$ cat src/rtl/cbc_seq_pkg.sv
// Package: shared constants for the chained cipher sequencer.
// Assumes a 2-bit register select and fixed bit positions in the control
// and status words, which software depends on.
package cbc_seq_pkg;
    localparam logic [1:0] SEL_CTRL = 2'd0;
    localparam logic [1:0] SEL_STAT = 2'd1;
    localparam logic [1:0] SEL_DATA = 2'd2;

    localparam int CTL_GO    = 0;
    localparam int CTL_CHAIN = 1;
    localparam int CTL_MASK  = 2;

    localparam int ST_DONE = 0;
    localparam int ST_FLT  = 1;
    localparam int ST_BUSY = 2;

    // Pass length in cycles from clock rate and processing time; never below 1.
    function automatic int lat_cycles(input longint clk_hz, input longint proc_ns);
        longint c;
        c = (clk_hz * proc_ns) / 64'd1_000_000_000;
        return (c < 1) ? 1 : int'(c);
    endfunction
endpackage

$ cat src/rtl/cbc_seq_timer.sv
// Pass timer: counts a fixed number of cycles per cipher pass.
// Assumes launch is only asserted while idle (the top gates it with busy).
module cbc_seq_timer #(
    parameter int LAT   = 1200,
    localparam int CNT_W = $clog2(LAT + 1)
) (
    input  logic clk,
    input  logic rst_n,
    input  logic launch,
    output logic busy,
    output logic core_req,
    output logic finish
);
    logic [CNT_W-1:0] cnt_q;

    assign finish = busy && (cnt_q == '0);

    // Load the counter on launch, count down while busy, drop busy at zero.
    always_ff @(posedge clk) begin
        if (!rst_n) begin
            busy     <= 1'b0;
            cnt_q    <= '0;
            core_req <= 1'b0;
        end else begin
            core_req <= launch;
            if (launch) begin
                busy  <= 1'b1;
                cnt_q <= CNT_W'(LAT - 1);
            end else if (finish) begin
                busy <= 1'b0;
            end else if (busy) begin
                cnt_q <= cnt_q - 1'b1;
            end
        end
    end

    AST_REQ_SINGLE: assert property (@(posedge clk) disable iff (!rst_n)
        core_req |=> !core_req);
    AST_REQ_WITH_BUSY: assert property (@(posedge clk) disable iff (!rst_n)
        core_req |-> busy);
    AST_BUSY_HOLDS: assert property (@(posedge clk) disable iff (!rst_n)
        (busy && !finish) |=> busy);
endmodule

$ cat src/rtl/cbc_seq_datapath.sv
// Data path: holds the software data word and the chaining register,
// forms the core input, and captures the core result at pass end.
// Assumes at most one bus access per cycle.
module cbc_seq_datapath #(
    parameter int W = 128
) (
    input  logic         clk,
    input  logic         rst_n,
    input  logic         data_wr,
    input  logic [W-1:0] wdata,
    input  logic         chain_mode,
    input  logic         chain_clr,
    input  logic         launch,
    input  logic         finish,
    input  logic [W-1:0] core_dout,
    output logic [W-1:0] state_q,
    output logic [W-1:0] core_din
);
    logic [W-1:0] chain_q;
    logic [W-1:0] chain_eff;

    // Chaining value seen by this launch (zero on the cycle of mode entry).
    always_comb chain_eff = chain_clr ? '0 : chain_q;

    // Data word: loaded by software, replaced by the core result at pass end.
    always_ff @(posedge clk) begin
        if (!rst_n)       state_q <= '0;
        else if (finish)  state_q <= core_dout;
        else if (data_wr) state_q <= wdata;
    end

    // Chaining register: cleared on mode entry, updated after chained passes.
    always_ff @(posedge clk) begin
        if (!rst_n)                     chain_q <= '0;
        else if (chain_clr)             chain_q <= '0;
        else if (finish && chain_mode)  chain_q <= core_dout;
    end

    // Core input register: latched at launch.
    always_ff @(posedge clk) begin
        if (!rst_n)      core_din <= '0;
        else if (launch) core_din <= chain_mode ? (state_q ^ chain_eff) : state_q;
    end

    AST_CHAIN_CLEARED: assert property (@(posedge clk) disable iff (!rst_n)
        (chain_clr && !finish) |=> (chain_q == '0));
endmodule

$ cat src/rtl/cbc_seq_status.sv
// Status flags and ready interrupt. Completion clears on a data access,
// fault clears on a status read, setting beats clearing, and the interrupt
// is held back unless both flags are clear when a pass ends.
module cbc_seq_status (
    input  logic clk,
    input  logic rst_n,
    input  logic finish,
    input  logic core_err,
    input  logic lost_start,
    input  logic stat_rd,
    input  logic data_acc,
    input  logic irq_mask,
    input  logic gie,
    output logic done_q,
    output logic flt_q,
    output logic irq
);
    logic lost_q;

    // Remember a launch refused during the running pass.
    always_ff @(posedge clk) begin
        if (!rst_n)          lost_q <= 1'b0;
        else if (finish)     lost_q <= 1'b0;
        else if (lost_start) lost_q <= 1'b1;
    end

    // Fault flag: set at pass end on core fault or refused launch.
    always_ff @(posedge clk) begin
        if (!rst_n)                                        flt_q <= 1'b0;
        else if (finish && (core_err || lost_q || lost_start)) flt_q <= 1'b1;
        else if (stat_rd)                                  flt_q <= 1'b0;
    end

    // Completion flag: set at pass end, cleared by a data access.
    always_ff @(posedge clk) begin
        if (!rst_n)        done_q <= 1'b0;
        else if (finish)   done_q <= 1'b1;
        else if (data_acc) done_q <= 1'b0;
    end

    // Ready interrupt: one pulse per qualified pass end.
    always_ff @(posedge clk) begin
        if (!rst_n) irq <= 1'b0;
        else        irq <= finish && irq_mask && gie && !done_q && !flt_q;
    end

    AST_FLT_CLEARS: assert property (@(posedge clk) disable iff (!rst_n)
        (stat_rd && !finish) |=> !flt_q);
    AST_DONE_CLEARS: assert property (@(posedge clk) disable iff (!rst_n)
        (data_acc && !finish) |=> !done_q);
    AST_IRQ_ONE_CYCLE: assert property (@(posedge clk) disable iff (!rst_n)
        irq |=> !irq);
    AST_IRQ_AFTER_DONE: assert property (@(posedge clk) disable iff (!rst_n)
        irq |-> done_q);
endmodule

$ cat src/rtl/cbc_seq.sv
// Top: register decode for control, status and data words, and wiring of
// timer, data path and status logic. Assumes one bus access per cycle and a
// core whose result is stable before the pass timer expires.
module cbc_seq
    import cbc_seq_pkg::*;
#(
    parameter longint CLK_HZ  = 50_000_000,
    parameter longint PROC_NS = 24_000,
    parameter int     W       = 128,
    localparam int    LAT     = lat_cycles(CLK_HZ, PROC_NS)
) (
    input  logic         clk,
    input  logic         rst_n,
    input  logic         bus_wr,
    input  logic         bus_rd,
    input  logic [1:0]   bus_sel,
    input  logic [W-1:0] bus_wdata,
    output logic [W-1:0] bus_rdata,
    input  logic         global_irq_en,
    output logic         ready_irq,
    output logic         core_req,
    output logic [W-1:0] core_din,
    input  logic [W-1:0] core_dout,
    input  logic         core_err
);
    logic ctrl_wr, data_wr, data_acc, stat_rd;
    logic go_req, launch, lost_start, chain_clr, chain_next;
    logic chain_q, mask_q;
    logic busy, finish, done_q, flt_q;
    logic [W-1:0] state_q;

    // Bus decode.
    always_comb begin
        ctrl_wr    = bus_wr && (bus_sel == SEL_CTRL);
        data_wr    = bus_wr && (bus_sel == SEL_DATA);
        data_acc   = (bus_wr || bus_rd) && (bus_sel == SEL_DATA);
        stat_rd    = bus_rd && (bus_sel == SEL_STAT);
        go_req     = ctrl_wr && bus_wdata[CTL_GO];
        launch     = go_req && !busy;
        lost_start = go_req && busy;
        chain_next = ctrl_wr ? bus_wdata[CTL_CHAIN] : chain_q;
        chain_clr  = ctrl_wr && bus_wdata[CTL_CHAIN] && !chain_q;
    end

    // Control register: mode and interrupt mask bits.
    always_ff @(posedge clk) begin
        if (!rst_n) begin
            chain_q <= 1'b0;
            mask_q  <= 1'b0;
        end else if (ctrl_wr) begin
            chain_q <= bus_wdata[CTL_CHAIN];
            mask_q  <= bus_wdata[CTL_MASK];
        end
    end

    // Read multiplexer.
    always_comb begin
        bus_rdata = '0;
        case (bus_sel)
            SEL_CTRL: begin
                bus_rdata[CTL_CHAIN] = chain_q;
                bus_rdata[CTL_MASK]  = mask_q;
            end
            SEL_STAT: begin
                bus_rdata[ST_DONE] = done_q;
                bus_rdata[ST_FLT]  = flt_q;
                bus_rdata[ST_BUSY] = busy;
            end
            SEL_DATA: bus_rdata = state_q;
            default:  bus_rdata = '0;
        endcase
    end

    cbc_seq_timer #(.LAT(LAT)) u_timer (
        .clk(clk), .rst_n(rst_n), .launch(launch),
        .busy(busy), .core_req(core_req), .finish(finish)
    );

    cbc_seq_datapath #(.W(W)) u_path (
        .clk(clk), .rst_n(rst_n), .data_wr(data_wr), .wdata(bus_wdata),
        .chain_mode(chain_next), .chain_clr(chain_clr), .launch(launch),
        .finish(finish), .core_dout(core_dout),
        .state_q(state_q), .core_din(core_din)
    );

    cbc_seq_status u_stat (
        .clk(clk), .rst_n(rst_n), .finish(finish), .core_err(core_err),
        .lost_start(lost_start), .stat_rd(stat_rd), .data_acc(data_acc),
        .irq_mask(mask_q), .gie(global_irq_en),
        .done_q(done_q), .flt_q(flt_q), .irq(ready_irq)
    );

    AST_IRQ_GATED: assert property (@(posedge clk) disable iff (!rst_n)
        ready_irq |-> $past(mask_q && global_irq_en));
    AST_NO_REQ_WHEN_BUSY: assert property (@(posedge clk) disable iff (!rst_n)
        (busy && !finish) |=> !core_req);
endmodule

$ cat config.mk
export PLATFORM = sky130hd
export DESIGN_NAME = cbc_seq
export DESIGN_NICKNAME = d
export VERILOG_FILES = /design/src/rtl/cbc_seq_pkg.sv /design/src/rtl/cbc_seq_timer.sv /design/src/rtl/cbc_seq_datapath.sv /design/src/rtl/cbc_seq_status.sv /design/src/rtl/cbc_seq.sv
export SDC_FILE = /design/constraint.sdc
export NUM_CORES = 1
export LEC_CHECK = 0
export BUFFER_PORTS_ARGS = -buffer_cell sky130_fd_sc_hd__buf_2
export CAP_MARGIN = 40
export CORE_MARGIN = 10
export CORE_UTILIZATION = 48
export CTS_BUF_LIST = sky130_fd_sc_hd__clkbuf_16
export DETAILED_ROUTE_END_ITERATION = 10
export PLACE_DENSITY = 0.76
export REMOVE_ABC_BUFFERS = 1
export SLEW_MARGIN = 0
export SYNTH_ARGS = -nofsm -noshare
export SYNTH_HDL_FRONTEND = slang
export SYNTH_SLANG_ARGS = --single-unit
$ cat constraint.sdc
create_clock -name clk -period 1.8 [get_ports clk]
set_clock_uncertainty 0.05 [all_clocks]
set_input_delay 0.09 -clock clk [delete_from_list [all_inputs] [get_ports clk]]
set_output_delay 0.09 -clock clk [all_outputs]
set_load 0.02 [all_outputs]
==> metrics <==
vias in the first global route around 21k; Critical Path End Type register; slew margin rel. 0.656; HP Start bus_sel[0]; DR vias roughly 22k; Worst path most repeated cell buf_12; Mapped Area approximately 0.019 mm2; I/O Buffers ~520; die height around 220 um; number of CTS-inserted buffers between 40 and 50; register area share after synthesis 0.428; placed cell areas about 0.022 mm2; share of post-route cells with drive strength above 1 0.332; status finished, violations left; failing checks setup timing; Synth area leaders dfxtp_1 (43%), a211oi_2 (8.5%), a21oi_1 (7.0%); Root Driver clkbuf_16; Worst-Skew Late Latency 0.56 ns; Net Sw Frac 0.273; Syn. warnings 0; Crit Path Max Fanout 26; DR WL/cell ~25 um; Site Rows 72; htree depth 2; GRT overflow 0; critical path class register to register; post-place setup slack -0.179 ns; Post-synth EDFFs 0; Synth Area per Inst approximately 8.9 um2; largest net degree at the start of global routing 74; Global Route Usage Sum 0.306; post-synthesis register bit count just over 400; antenna violations before repair 9; Core ar. 0.0387 mm2; period utilization 1.06; sequential share of power 0.444; clock slew at the register clock pins of the worst setup and hold paths ~0.06 ns; final setup fails 56; post-route ant nets 0; design area 0.0279 mm2; # DRC 0; setup slack, reg-to-reg -0.10 ns; Int Pwr roughly 15 mW; static leakage approximately 12 nW; TritonRoute pass-1 iters 7; CP Cell Sequence nor4_4, buf_4, nand4_4, buf_12, buf_12, o21ai_2, a21oi_2; required time worst endpoint approximately 2.2 ns; final wirelength about 86000 um; Final nets between 3k and 4k; Fillers about 2.5k; hold_ws 0.0684 ns; final slew viol count 0; slowest stage delay, CP about 0.35 ns; Synth area leader dfxtp_1; Main synth FF type dfxtp_1; GP Congestion 0.862; Slew @ Worst Pin 0.515 ns; Area Overhead vs Synth 48.1%; worst-case clock buffer depth 3; most frequent cell after synthesis dfxtp_1; fraction of registers with async set/reset 0; initial core utilization 0.487; vias per cell roughly 6.3; r2r startpoint u_timer.cnt_q[5]$_SDFFE_PN0P_; Sink Count about 400; I/O pin count about 520; Comb power frac 0.156; Mapped Cells around 2.1k; Net Sw Power slightly below 6 mW; area of the die between 0.04 and 0.05 mm2; r2r endpoint u_path.chain_q[123]$_SDFFE_PP0P_; MaxCap Viol Count 0; Data arrival, critical path 2.30 ns; CTS tree done; post-synthesis cell type count 44; fin crit period 1.90 ns; setup ws final -0.101 ns; Synth top area share 0.428; Worst setup startpoint u_timer.cnt_q[5]$_SDFFE_PN0P_; RSZ-0062 raised after global routing true; Clock power frac 0.400; Initial DRC Count 3014; FMAX 526 MHz; Crit-path slowest cell dfxtp_4; final hold vios 0; maximum vdd drop around 0.00077 V; first-pass GRT wire length approximately 120000 um; DPL Wire Length roughly 45000 um; Die W ~220 um; Power Total between 20 and 25 mW; power per cell area 762 mW/mm2; FF-to-FF path depth 7; HP Class input pin to register; CP Launch Type register; Critical Path Sink u_path.chain_q[123]$_SDFFE_PP0P_; Synth top cells by count dfxtp_1 (403), a21oi_1 (264), o21ai_0 (261)
## through the flow
| step | std cells | util | TNS, ns |
|---|---|---|---|
| after detailed placement | 3053 | 0.580 | -6.63 |
| after CTS | 3400 | 0.687 | -0.314 |
| after global routing | 3447 | 0.721 | -7.28 |
| after global placement | 3053 | 0.580 | -0.522 |
| after floorplan | 1901 | - | -3237.38 |
| final | 3449 | 0.721 | -1.69 |
## sequential cells by signal (all words and copies together), names as in the netlist
name / flops
chain_q: 1
mask_q: 1
u_path.chain_q: 128
u_path.core_din: 128
u_path.state_q: 128
u_stat.done_q: 1
u_stat.flt_q: 1
u_stat.irq: 1
u_stat.lost_q: 1
u_timer.busy: 1
u_timer.cnt_q: 11
u_timer.core_req: 1
## power by group through the flow
stage,Combinational [mW],Sequential (mW),Clock [mW]
2_1_floorplan,1.17,9.71,0
6_report,3.31,9.46,8.52
4_1_cts,2.86,9.43,8.49
5_1_grt,3.44,9.47,8.85
3_3_place_gp,2.32,9.61,0
3_5_place_dp,2.35,9.62,0
## critical path: cells and delay by family, from the launching register on
| kind | cells | cell delay, ns |
|---|---|---|
| compound gates | 2 | 0.37 |
| buf+inv | 3 | 0.59 |
| simple gates | 2 | 0.38 |
| flops | 1 | 0.35 |
## cell families after synthesis
group | count (synthesis) | share of synthesized area
buffers and inverters | 221 | 0.0570
multiplexers | 131 | 0.0696
flip-flops | 403 | 0.428
AND/OR/NAND/NOR | 558 | 0.151
adder cells (fa/ha/maj) | 5 | 0.00332
XOR/XNOR | 129 | 0.0599
AO/OA/AOI/OAI | 669 | 0.231
## worst min-delay path by stage
stage	to	slack [ns]	cells after the start
2_1_floorplan	u_timer.cnt_q[10]$_SDFFE_PN0P_	0.18	2
3_3_place_gp	u_path.chain_q[92]$_SDFFE_PP0P_	0.31	3
3_5_place_dp	u_path.chain_q[65]$_SDFFE_PP0P_	0.32	3
4_1_cts	u_stat.flt_q$_SDFFE_PN0P_	0.02	5
5_1_grt	u_stat.flt_q$_SDFFE_PN0P_	0.07	5
6_report	u_stat.flt_q$_SDFFE_PN0P_	0.07	5
## per-layer routing
| layer | vias up | routed length [um] | part of all wire | global-route usage |
|---|---|---|---|---|
| li1 | 9062 | - | - | - |
| met1 | 10100 | 29500 | 0.34 | 0.335 |
| met2 | 1947 | 41000 | 0.47 | 0.523 |
| met3 | 487 | 9500 | 0.11 | 0.0714 |
| met4 | 0 | 6390 | 0.074 | 0.199 |
| met5 | - | 0 | 0 | 0 |
## final cells by class
cell class / count / area [um2] / area share
tap: 518 / 648 / 0.0232
multi-input combinational: 1492 / 10200 / 0.364
inverter: 6 / 30.0 / 0.00108
clock inverter: 31 / 183 / 0.00654
timing repair buffer: 943 / 7650 / 0.274
antenna: 11 / 27.5 / 0.000986
clock buffer: 45 / 1130 / 0.0403
sequential: 403 / 8090 / 0.290
## placed cells by master, fill, tap and decap left out, drive strengths merged, types with 3 or more instances in the layout
master and n:
a211oi 135, nor2 139, xor2 128, nand4 3, ha 5, dfxtp 403, diode 11, nor4 3
mux2i 130, a21oi 264, buf 659, nand3 258, or4 3, inv 20, and2 126, clkinv 14
clkbuf 65, o21ai 262, nand2 9, nor3 4, dlygate4sd3 262
## timing repair
action	in CTS	in global routing
buffers inserted	6	11
cloned	3	27
hold endpoints to repair	284	0
hold buffers	262	0
setup endpoints to repair	207	250
resized for setup	23	184
pin swaps	15	68
Note: power is estimated with default switching activity, not from simulation.
